===== src/rtl/sds_pkg.sv =====
package sds_pkg;
    localparam int unsigned CHAR_W = 10;
    typedef logic [CHAR_W-1:0] char_t;
    // Both disparities of the alignment comma, bit 0 received first
    localparam char_t COMMA_NEG = 10'h17C;
    localparam char_t COMMA_POS = 10'h283;
endpackage


===== src/rtl/sds_comma_match.sv =====
module sds_comma_match #(
    parameter int unsigned W     = sds_pkg::CHAR_W,
    parameter logic [W-1:0] PAT_A = sds_pkg::COMMA_NEG,
    parameter logic [W-1:0] PAT_B = sds_pkg::COMMA_POS
) (
    input  logic [W-1:0] win,
    output logic         hit
);
    localparam int unsigned NPAT = 2;
    logic [NPAT-1:0] eq;

    for (genvar p = 0; p < NPAT; p++) begin : g_pat
        localparam logic [W-1:0] PAT = (p == 0) ? PAT_A : PAT_B;
        assign eq[p] = (win == PAT);
    end

    assign hit = |eq;
endmodule


===== src/rtl/sds_rate_gen.sv =====
module sds_rate_gen #(
    parameter int unsigned SLOW_DIV = 2
) (
    input  logic clk,
    input  logic rst_n,
    input  logic half,
    input  logic boundary,
    input  logic restart,
    output logic ce
);
    localparam int unsigned SW = (SLOW_DIV > 1) ? $clog2(SLOW_DIV) : 1;
    localparam logic [SW-1:0] RELOAD = SW'(SLOW_DIV - 1);

    typedef struct packed {
        logic [SW-1:0] skip;
        logic          ce;
    } rg_t;

    rg_t d, q;

    always_comb begin
        d    = q;
        d.ce = 1'b0;
        if (restart) begin
            d.ce   = 1'b1;
            d.skip = half ? RELOAD : '0;
        end else if (boundary) begin
            if (!half || q.skip == '0) begin
                d.ce   = 1'b1;
                d.skip = half ? RELOAD : '0;
            end else begin
                d.skip = q.skip - 1'b1;
            end
        end
    end

    always_ff @(posedge clk) begin
        if (!rst_n) q <= '0;
        else        q <= d;
    end

    assign ce = q.ce;
endmodule


===== src/rtl/sds_comma_aligner.sv =====
module sds_comma_aligner #(
    parameter int unsigned  W        = sds_pkg::CHAR_W,
    parameter int unsigned  SLOW_DIV = 2,
    parameter logic [W-1:0] COMMA_A  = sds_pkg::COMMA_NEG,
    parameter logic [W-1:0] COMMA_B  = sds_pkg::COMMA_POS
) (
    input  logic         clk,
    input  logic         rst_n,
    input  logic         sdata,
    input  logic         comma_en,
    input  logic         rate_sel,
    input  logic         sync_sel,
    output logic [W-1:0] word_out,
    output logic         word_valid,
    output logic         comma_seen,
    output logic         realigned,
    output logic         byte_ce,
    output logic         locked
);
    localparam int unsigned CW = $clog2(W);
    localparam logic [CW-1:0] LAST = CW'(W - 1);

    typedef struct packed {
        logic [W-1:0]  win;
        logic [CW-1:0] cnt;
        logic          locked;
        logic [W-1:0]  word;
        logic          valid;
        logic          seen;
        logic          realign;
    } al_t;

    al_t d, q;

    logic [W-1:0] win_n;
    logic         hit;
    logic         boundary;
    logic         take;
    logic         emit;
    logic         half;

    assign win_n = {sdata, q.win[W-1:1]};

    sds_comma_match #(.W(W), .PAT_A(COMMA_A), .PAT_B(COMMA_B)) u_match (
        .win (win_n),
        .hit (hit)
    );

    assign half = !rate_sel && !sync_sel;

    always_comb begin
        boundary  = q.locked && (q.cnt == LAST);
        take      = hit && comma_en && !boundary;
        emit      = boundary || take;

        d         = q;
        d.win     = win_n;
        d.seen    = hit;
        d.valid   = emit;
        d.realign = take;
        d.locked  = q.locked || take;
        if (emit)          d.cnt = '0;
        else if (q.locked) d.cnt = q.cnt + 1'b1;
        else               d.cnt = '0;
        if (emit) d.word = win_n;
    end

    always_ff @(posedge clk) begin
        if (!rst_n) q <= '0;
        else        q <= d;
    end

    sds_rate_gen #(.SLOW_DIV(SLOW_DIV)) u_rate (
        .clk      (clk),
        .rst_n    (rst_n),
        .half     (half),
        .boundary (boundary),
        .restart  (take),
        .ce       (byte_ce)
    );

    assign word_out   = q.word;
    assign word_valid = q.valid;
    assign comma_seen = q.seen;
    assign realigned  = q.realign;
    assign locked     = q.locked;
endmodule


===== config.mk =====
export PLATFORM = sky130hd
export DESIGN_NAME = sds_comma_aligner
export DESIGN_NICKNAME = d
export VERILOG_FILES = /design/src/rtl/sds_pkg.sv /design/src/rtl/sds_comma_match.sv /design/src/rtl/sds_rate_gen.sv /design/src/rtl/sds_comma_aligner.sv
export SDC_FILE = /design/constraint.sdc
export NUM_CORES = 1
export LEC_CHECK = 0
export BUFFER_PORTS_ARGS = -buffer_cell sky130_fd_sc_hd__buf_4
export CORE_ASPECT_RATIO = 1.75
export CORE_MARGIN = 4
export CORE_UTILIZATION = 47
export CTS_CLUSTER_SIZE = 20
export DETAILED_ROUTE_END_ITERATION = 8
export PLACE_DENSITY = 0.79
export SLEW_MARGIN = 0
export SYNTH_ARGS = -nofsm -noshare
export SYNTH_HDL_FRONTEND = slang
export SYNTH_SLANG_ARGS = --single-unit

===== constraint.sdc =====
create_clock -name clk -period 2.05 [get_ports clk]
set_clock_uncertainty 0.05 [all_clocks]
set_input_delay 0.41 -clock clk [delete_from_list [all_inputs] [get_ports clk]]
set_output_delay 0.41 -clock clk [all_outputs]
set_load 0.01 [all_outputs]

==> flow_summary_export.csv, run 1 <==
group,metric,value,unit
yosys,yosys.area.top_type,"dfxtp_1",
clock_network,clockBufferDepth,2,
yosys,synth.most_common_cell,"dfxtp_1",
power,leakage,0.692,nW
yosys,synth_top_area_share,50.9,%
sta,setup_viol,0,
yosys,synth_ff_type,"dfxtp_1",
worst_setup_path,cp-end-kind,"flip-flop",
yosys,synth_area,0.00114,mm^2
grt,grt_max_degree,27,
place,gp_congestion,0.725,
yosys,ys_seq_area_share,50.9,%
sta,drv_slew,0,
floorplanning,start_util,49.5,%
worst_setup_path,cp_slowest_cell,"or4b_4",
yosys,syn_area_per_cell,9.50,um^2
clock_network,clock_latency,0.28,ns
hold_path,worstHoldPathCells,3,
hold_path,hp-start,"sdata",
clock_network,clockRootBuffer,"clkbuf_8",
yosys,syn-num-nets,128,
worst_setup_path,cp-start-kind,"flip-flop",
floorplanning,io_pins,21,
yosys,synth_compound_area_share,2.74,%
final_layout,area_growth_syn_to_layout,16.2,%
job,cap_violations,0,
yosys,synth-edff-count,0,
yosys,synthCells,120,
yosys,ys_top_cells_by_count,"29 x dfxtp_1, 24 x nand2_1, 13 x inv_1",
floorplanning,fp-row-count,23,
hold_path,hp-class,"in -> reg",
clock_network,htreeDepth,2,
grt,overflow,0,
final_layout,antenna_cells,0,
yosys,ys_seq_elements,29,
grt,antenna_found_initial,0,
worst_setup_path,cp.required,2.16,ns
sta,post-route-period-util,91.1,%
worst_setup_path,slowest_delay,0.54,ns
drt,routed-via-count,798,
clock_network,cts_buffers,5,
grt,grt_usage,14.1,%
drt,routedWlPerCell,11.8,um
clock_network,clk_pin_slew,0.06,ns
floorplanning,fp.dieW,45.2,um
drt,drc,0,
worst_setup_path,r2r_start,"d[25]",
clock_network,numClockSinks,29,
worst_setup_path,crit_chain,"or4b_4 -> or4_4 -> and2_4 -> mux2i_1",
yosys,synth_top_family_by_area,"simple AND/OR/NAND/NOR gates",
worst_setup_path,critPathTopFamily,"simple AND/OR/NAND/NOR gates",
floorplanning,chipHeight,73.1,um
hold_path,hold_end,"d[26]",
power,vdd_ir_drop_max,0.000603,V
yosys,synth_simple_gate_area_share,20.1,%
grt,grt_pass1_vias,791,
sta,hold_viol,0,
yosys,yosys.area_share.adder,2.20,%
worst_setup_path,path_class,"reg -> reg",
worst_setup_path,crit_arrival,1.97,ns
clock_network,cts_resized,0,
sta,max_freq,0.536,GHz
final_layout,fin_area,0.00133,mm^2
drt,antenna_left,0,
place,dp_hpwl,1420,um
final_layout,final_nets,141,
worst_setup_path,rr_worst_depth,4,
drt,finalWirelength,1870,um
clock_network,post_cts_buffers,0,
yosys,synthMuxAreaShare,9.66,%
sta,finalCriticalPeriod,1.87,ns
yosys,synth_xor_area_share,1.54,%
yosys,yosysWarnings,0,
status,status,"complete, no violations",
worst_setup_path,rrSetupSlack,0.18,ns
drt,via_per_inst,5.02,
final_layout,final_util,57.6,%
power,power_density,828,mW/mm^2
worst_setup_path,path_buf_inv,0,
place,port-buffer-count,20,
yosys,ys_top_cells_by_area,"dfxtp_1 51%, mux2i_1 9.7%, nand2_1 7.9%",
yosys,yosysUniqueCellTypes,26,
floorplanning,dieArea,0.00331,mm^2
grt,grt_pass1_wl,3270,um
floorplanning,core,0.00230,mm^2
worst_setup_path,r2r_end,"word_out[5]",
final_layout,drive_above_1_share,23.9,%
sta,rsz0062_at_grt,"no",
worst_setup_path,cp_max_fo,11,
clock_network,cts_hold_buf,0,
final_layout,n_fill_cell,227,
sta,worst_pin_slew,0.339,ns
drt,dr.pass1.iters,4,
place,place_area,0.00122,mm^2
drt,drt_iter0_markers,17,
clock_network,tritoncts,"yes",
sta,relSlewSlack,77.1,%
yosys,synthArstFlopShare,0,%
==> cell usage in the layout (no fill, tap or decap) <==
cell type	n
dfxtp_1	29
nand2_1	24
buf_4	20
inv_1	13
mux2i_1	11
clkbuf_8	7
nor3_1	6
nand4b_1	2
nand3_1	2
o21ai_0	2
nor2_1	2
ha_1	2
nand2b_1	1
or4b_4	1
nand4_1	1
or4_4	1
or2b_1	1
or4_1	1
o41a_1	1
and2_4	1
xor2_1	1
and2_1	1
or2_2	1
o311a_1	1
xnor2_1	1
clkinv_2	1
==> area by class of cell <==
cell class	count	area [um^2]	area share (%)
clock buffers	7	96.3	7.27
clock inverters	1	5.00	0.378
inverters	13	48.8	3.68
multi-input cells	64	413	31.2
flip-flops and latches	29	581	43.8
well taps	25	31.3	2.36
repair buffers	20	150	11.3
==> worst min-delay path: cells and delay by family <==
kind | cells | cell delay, ns
buffers and inverters | 2 | 0.15
AND/OR/NAND/NOR | 1 | 0.05
==> metrics by stage <==
step | setup TNS (ns) | hold WS, ns | setup WS, ns | std cells | power, W
CTS | 0 | 0.317 | 0.175 | 159 | 0.00111
floorplan | 0 | 0.384 | 0.0836 | 120 | 0.000595
global placement | -0.0119 | 0.394 | -0.00447 | 151 | 0.000606
finish | 0 | 0.323 | 0.183 | 159 | 0.00110
detailed placement | -0.161 | 0.405 | -0.0247 | 151 | 0.000606
global route | 0 | 0.334 | 0.115 | 159 | 0.00115
==> cell families after synthesis <==
kind of cell | after synthesis
xor gates and xnor gates | 2
AOI/OAI and AO/OA | 4
muxes | 11
DFF | 29
and+or+nand+nor | 45
buffers and inverters | 27
adders and majority gates | 2
==> layer usage <==
layer / vias up / global-route usage (%) / routed length, um
li1: 403 / - / -
met1: 374 / 13.4 / 689
met2: 15 / 23.3 / 1000
met3: 6 / 6.67 / 120
met4: 0 / 8.79 / 59
met5: - / 0 / 0
==> worst max-delay path by stage <==
stage,cells after the start,slack [ns],to,start
final,4,0.18,word_out[5],d[25]
after global routing,4,0.12,word_out[5],d[25]
after CTS,4,0.18,word_out[5],d[25]
after detailed placement,5,-0.02,word_out[6],sdata
after global placement,5,-0.004,word_out[4],sdata
after floorplan,5,0.08,u_rate.q[1],sdata
==> flip-flops by register name (all words and copies together), names as in the netlist <==
name,cells
q,4
u_rate.ce,1
d,9
word_valid,1
realigned,1
word_out,10
u_rate.q,1
locked,1
comma_seen,1
==> power by group <==
group	switching (W)	total [W]	leakage [nW]	internal (W)
Combinational	0.0000145	0.0000249	0.404	0.0000104
Clock	0.000201	0.000504	0.0542	0.000302
Sequential	0.00000213	0.000569	0.234	0.000567
Note: power is estimated with default switching activity, not from simulation.
==> run 2, diff against run 1 <==
- CORE_UTILIZATION: 47 -> 48
- PLACE_DENSITY: 0.79 -> 0.8
- SYNTH_HIERARCHICAL: default -> 1
==> run 2 against run 1 <==
Sequential share of layout area is essentially flat. First-iteration DRC count grew 120%. Non-clock buffer count grew 1. Clock-buffer cell count is the same. Critical path depth grew 4. Maximum frequency grew 4.8%. Worst setup slack gained 0.085 ns. Wire length grew 4.0%. Critical path type unchanged. Global-route usage grew 0.65 points. Largest cell class unchanged. Total power shrank 4.8%. Area after synthesis grew 0.88%. Clock power shrank 9.9%.
==> flow_summary_export.csv, run 2 <==
group,metric,value,unit
yosys,syn-num-nets,128,
final_layout,multiInputGateArea,423,um^2
final_layout,fin_area,0.00132,mm^2
grt,grt_pass1_vias,823,
clock_network,cts_resized,0,
yosys,synth_ff_type,"dfxtp_1",
yosys,synthMuxAreaShare,8.71,%
worst_setup_path,slowest_delay,0.32,ns
status,status,"complete, no violations",
grt,grt_pass1_wl,3380,um
clock_network,clock_latency,0.27,ns
drt,drt_iter0_markers,37,
final_layout,final_cell_mix,"29 x dfxtp_1, 24 x nand2_1, 21 x buf_4",
sta,finalCriticalPeriod,1.78,ns
sta,worst_pin_slew,0.285,ns
yosys,synth.most_common_cell,"dfxtp_1",
worst_setup_path,r2r_start,"d[25]",
place,port-buffer-count,20,
worst_setup_path,cp-start-kind,"flip-flop",
yosys,ys_top_cells_by_count,"29 x dfxtp_1, 24 x nand2_1, 12 x inv_1",
yosys,synth_simple_gate_area_share,21.2,%
clock_network,clockRootBuffer,"clkbuf_8",
yosys,yosys.area_share.adder,2.18,%
grt,grt_max_degree,29,
yosys,synth_area,0.00115,mm^2
drt,routed-via-count,783,
worst_setup_path,cp_slowest_cell,"dfxtp_1",
final_layout,regArea,581,um^2
final_layout,antenna_cells,0,
place,gp_congestion,0.761,
place,dp_slack,0.0572,ns
worst_setup_path,critPathTopFamily,"simple AND/OR/NAND/NOR gates",
worst_setup_path,rrSetupSlack,0.27,ns
hold_path,hp-class,"in -> reg",
yosys,synth-edff-count,0,
sta,max_freq,0.561,GHz
sta,relSlewSlack,80.8,%
grt,antenna_found_initial,0,
yosys,synth_compound_area_share,3.16,%
worst_setup_path,r2r_end,"u_rate/q[1]",
power,leakage,0.639,nW
worst_setup_path,path_class,"reg -> reg",
sta,setup_ws,0.268,ns
drt,via_per_inst,4.92,
power,vdd_ir_drop_max,0.000636,V
drt,drc,0,
power,power.total,0.00104,W
clock_network,tritoncts,"yes",
floorplanning,chipHeight,72.7,um
sta,rsz0062_at_grt,"no",
final_layout,final_nets,142,
hold_path,hold_end,"d[26]",
clock_network,htreeDepth,2,
place,dpl.cell_count,152,
power,power_density,789,mW/mm^2
clock_network,cts_hold_buf,0,
job,cap_violations,0,
yosys,synthCells,120,
worst_setup_path,rr_worst_depth,8,
yosys,yosysUniqueCellTypes,24,
final_layout,n_fill_cell,227,
final_layout,drive_above_1_share,22.4,%
clock_network,clk_pin_slew,0.05,ns
worst_setup_path,crit_chain,"and4bb_1 -> nand3_1 -> o41ai_2 -> nand2_1 -> nor2_1 -> nor2_1 -> nand3_1 -> o21ai_1",
floorplanning,io_pins,21,
clock_network,cts_buffers,5,
worst_setup_path,path_buf_inv,0,
yosys,synthArstFlopShare,0,%
grt,overflow,0,
place,place_area,0.00124,mm^2
sta,finalSetupTns,0,ns
floorplanning,start_util,49.9,%
drt,finalWirelength,1950,um
floorplanning,dieArea,0.00327,mm^2
yosys,synth_top_family_by_area,"simple AND/OR/NAND/NOR gates",
yosys,yosys.area.top_type,"dfxtp_1",
drt,routedWlPerCell,12.2,um
clock_network,post_cts_buffers,0,
drt,dr.pass1.iters,4,
clock_network,numClockSinks,29,
yosys,ys_top_cells_by_area,"dfxtp_1 50%, mux2i_1 8.7%, nand2_1 7.8%",
hold_path,hp-start,"sdata",
final_layout,area_growth_syn_to_layout,15.1,%
drt,antenna_left,0,
yosys,ys_seq_area_share,50.5,%
yosys,yosysWarnings,6,
sta,post-route-period-util,86.9,%
final_layout,final_cell_count_no_fill,159,
final_layout,largest_reg_flops,10,
floorplanning,fp-row-count,23,
worst_setup_path,cp-end-kind,"flip-flop",
sta,hold_viol,0,
worst_setup_path,cp_max_fo,4,
grt,grt_usage,14.8,%
sta,setup_viol,0,
worst_setup_path,cp.required,2.16,ns
yosys,syn_area_per_cell,9.58,um^2
yosys,synth_xor_area_share,1.52,%
place,dp_hpwl,1460,um
yosys,synth_top_area_share,50.5,%
floorplanning,fp.dieW,45,um
hold_path,worstHoldPathCells,3,
final_layout,final_common_cell,"dfxtp_1",
clock_network,clockBufferDepth,2,
yosys,ys_seq_elements,29,
worst_setup_path,crit_arrival,1.90,ns
floorplanning,core,0.00230,mm^2
sta,drv_slew,0,
-- run 2: kinds of logic after synthesis --
kind of cell / after synthesis
compound gates: 5
flops: 29
simple gates: 46
fa+ha+maj: 2
buf+inv: 26
mux: 10
xor+xnor: 2
-- run 2: how the worst max path moves through the flow --
stage / start / to / slack, ns / depth (start not counted)
floorplan: sdata / u_rate/q[1] / 0.29 / 8
global placement: sdata / u_rate/q[1] / 0.14 / 9
detailed placement: sdata / u_rate/q[1] / 0.06 / 9
CTS: d[25] / u_rate/q[1] / 0.28 / 8
global route: d[25] / u_rate/q[1] / 0.06 / 8
finish: d[25] / u_rate/q[1] / 0.27 / 8
-- run 2: routing by layer --
metal,global-route usage [%],up-vias,wire length [um]
li1,-,398,-
met1,13.6,359,666
met2,24.8,19,1090
met3,5.19,7,101
met4,11.7,0,93
met5,0,-,0
-- run 2: through the flow --
stage / hold WS [ns] / utilization (%)
2_1_floorplan: 0.383 / -
3_3_place_gp: 0.396 / 53.8
3_5_place_dp: 0.398 / 53.8
4_1_cts: 0.310 / 57.5
5_1_grt: 0.343 / 57.5
6_report: 0.319 / 57.5
-- run 2: layout make-up --
class	count	share of cell area, %
Inverter	12	3.40
Tap cell	25	2.36
Clock buffer	7	6.52
Timing Repair Buffer	21	11.9
Multi-Input combinational cell	65	31.9
Sequential cell	29	43.9
-- run 2: power by group --
part	internal, W	switching, W
Clock	0.000265	0.000188
Combinational	0.00000959	0.0000125
Sequential	0.000567	0.00000213
-- run 2: worst reg2reg max path, cell delays in order (launching register included) --
cell and delay [ns]:
dfxtp_1 0.32, and4bb_1 0.25, nand3_1 0.09, o41ai_2 0.32, nand2_1 0.18, nor2_1 0.23
nor2_1 0.08, nand3_1 0.09, o21ai_1 0.06
==> run 3, diff against run 2 <==
- REMOVE_ABC_BUFFERS: default -> 1
==> run 3 against run 2 <==
Core utilization down 0.49 points. Cell count did not move. Combinational power down 3%. Cell area shrank 0.85%. Wire length is 3.3% lower. Via count grew 1.3%. Maximum frequency is 1.5% lower. First-iteration DRC count fell by 38%. Sequential share of layout area up 0.38 points. Total power fell by 1.7%. Critical endpoint is now word_out[1]. Highest routed layer unchanged.
==> flow_summary_export.csv, run 3 (synthesis results as in run 2) <==
group,metric,value,unit
sta,setup_viol,0,
floorplanning,fp-row-count,23,
status,status,"complete, no violations",
place,place_area,0.00123,mm^2
worst_setup_path,cp-start-kind,"flip-flop",
final_layout,final_nets,141,
worst_setup_path,rr_worst_depth,6,
worst_setup_path,cp_max_fo,11,
drt,drt_iter0_markers,23,
sta,hold_viol,0,
sta,relSlewSlack,76.8,%
grt,grt_usage,14.1,%
clock_network,tritoncts,"yes",
drt,routedWlPerCell,11.8,um
final_layout,largest_reg_flops,10,
floorplanning,core,0.00230,mm^2
hold_path,hp-class,"in -> reg",
clock_network,cts_resized,0,
clock_network,numClockSinks,29,
grt,grt_pass1_wl,3310,um
drt,dr.pass1.iters,4,
worst_setup_path,path_class,"reg -> reg",
floorplanning,dieArea,0.00327,mm^2
final_layout,final_cell_mix,"29 x dfxtp_1, 24 x nand2_1, 20 x buf_4",
worst_setup_path,cp-end-kind,"flip-flop",
place,gp_congestion,0.752,
clock_network,htreeDepth,2,
place,port-buffer-count,20,
floorplanning,io_pins,21,
power,leakage,0.628,nW
clock_network,post_cts_buffers,0,
power,power_density,783,mW/mm^2
drt,drc,0,
sta,drv_slew,0,
grt,overflow,0,
grt,grt_max_degree,29,
clock_network,clock_latency,0.27,ns
place,dpl.cell_count,151,
floorplanning,chipHeight,72.7,um
grt,antenna_found_initial,0,
floorplanning,fp.dieW,45,um
job,cap_violations,0,
place,dp_hpwl,1340,um
worst_setup_path,crit_arrival,1.96,ns
drt,antenna_left,0,
sta,rsz0062_at_grt,"no",
final_layout,n_fill_cell,210,
drt,finalWirelength,1880,um
drt,routed-via-count,793,
power,power.total,0.00103,W
final_layout,antenna_cells,0,
sta,worst_pin_slew,0.344,ns
final_layout,area_growth_syn_to_layout,14.1,%
sta,finalCriticalPeriod,1.81,ns
clock_network,clk_pin_slew,0.06,ns
final_layout,final_common_cell,"dfxtp_1",
hold_path,worstHoldPathCells,3,
drt,via_per_inst,4.99,
power,vdd_ir_drop_max,0.000476,V
clock_network,clockRootBuffer,"clkbuf_8",
final_layout,final_cell_count_no_fill,159,
worst_setup_path,cp.required,2.20,ns
sta,post-route-period-util,88.3,%
grt,grt_pass1_vias,788,
final_layout,fin_area,0.00131,mm^2
clock_network,cts_hold_buf,0,
sta,whs,0.302,ns
final_layout,drive_above_1_share,21.6,%
floorplanning,start_util,49.9,%
clock_network,clockBufferDepth,2,
sta,max_freq,0.553,GHz
clock_network,cts_buffers,5,
[run 3: cell type report]
class                           instances  area [um^2]  share of cell area [%]
Inverter                               12         45.0                    3.43
Timing Repair Buffer                   20          150                    11.4
Sequential cell                        29          581                    44.2
Tap cell                               25         31.3                    2.38
Clock buffer                            8         80.1                    6.10
Multi-Input combinational cell         65          425                    32.4
[run 3: worst max-delay path, cell delays in order, from the launching register on]
cell and delay [ns]:
dfxtp_1 0.31, and4bb_1 0.23, nand3_1 0.09, o41ai_2 0.37, nand2_1 0.21, nand2_4 0.23, mux2i_1 0.24
[run 3: path summary, 6_finish.rpt]
kind	start	endpoint	slack [ns]
setup / recovery	d[25]	word_out[1]	0.24
hold / removal	sdata	d[26]	0.30
setup reg to reg	d[25]	word_out[1]	0.24
hold reg to reg	word_out[9]	word_out[9]	0.41
[run 3: metrics by stage]
stage,setup TNS (ns),util (%),worst slack (ns)
5_1_grt,0,57.0,0.0483
3_5_place_dp,-0.0107,53.4,-0.0107
4_1_cts,0,56.9,0.207
2_1_floorplan,0,-,0.289
6_report,0,57.0,0.241
3_3_place_gp,0,53.4,0.0781
[run 3: routing by layer]
metal | up-vias | routed length [um] | track usage [%]
met2 | 17 | 952 | 22.2
met3 | 8 | 102 | 5.93
met4 | 0 | 68 | 8.79
met5 | - | 0 | 0
met1 | 372 | 760 | 15.0
li1 | 396 | - | -
[run 3: where the power goes]
| part | switching (W) | internal [W] |
|---|---|---|
| combinational | 0.0000118 | 0.00000957 |
| clock | 0.000197 | 0.000240 |
| sequential | 0.00000195 | 0.000567 |
| total | 0.000210 | 0.000817 |
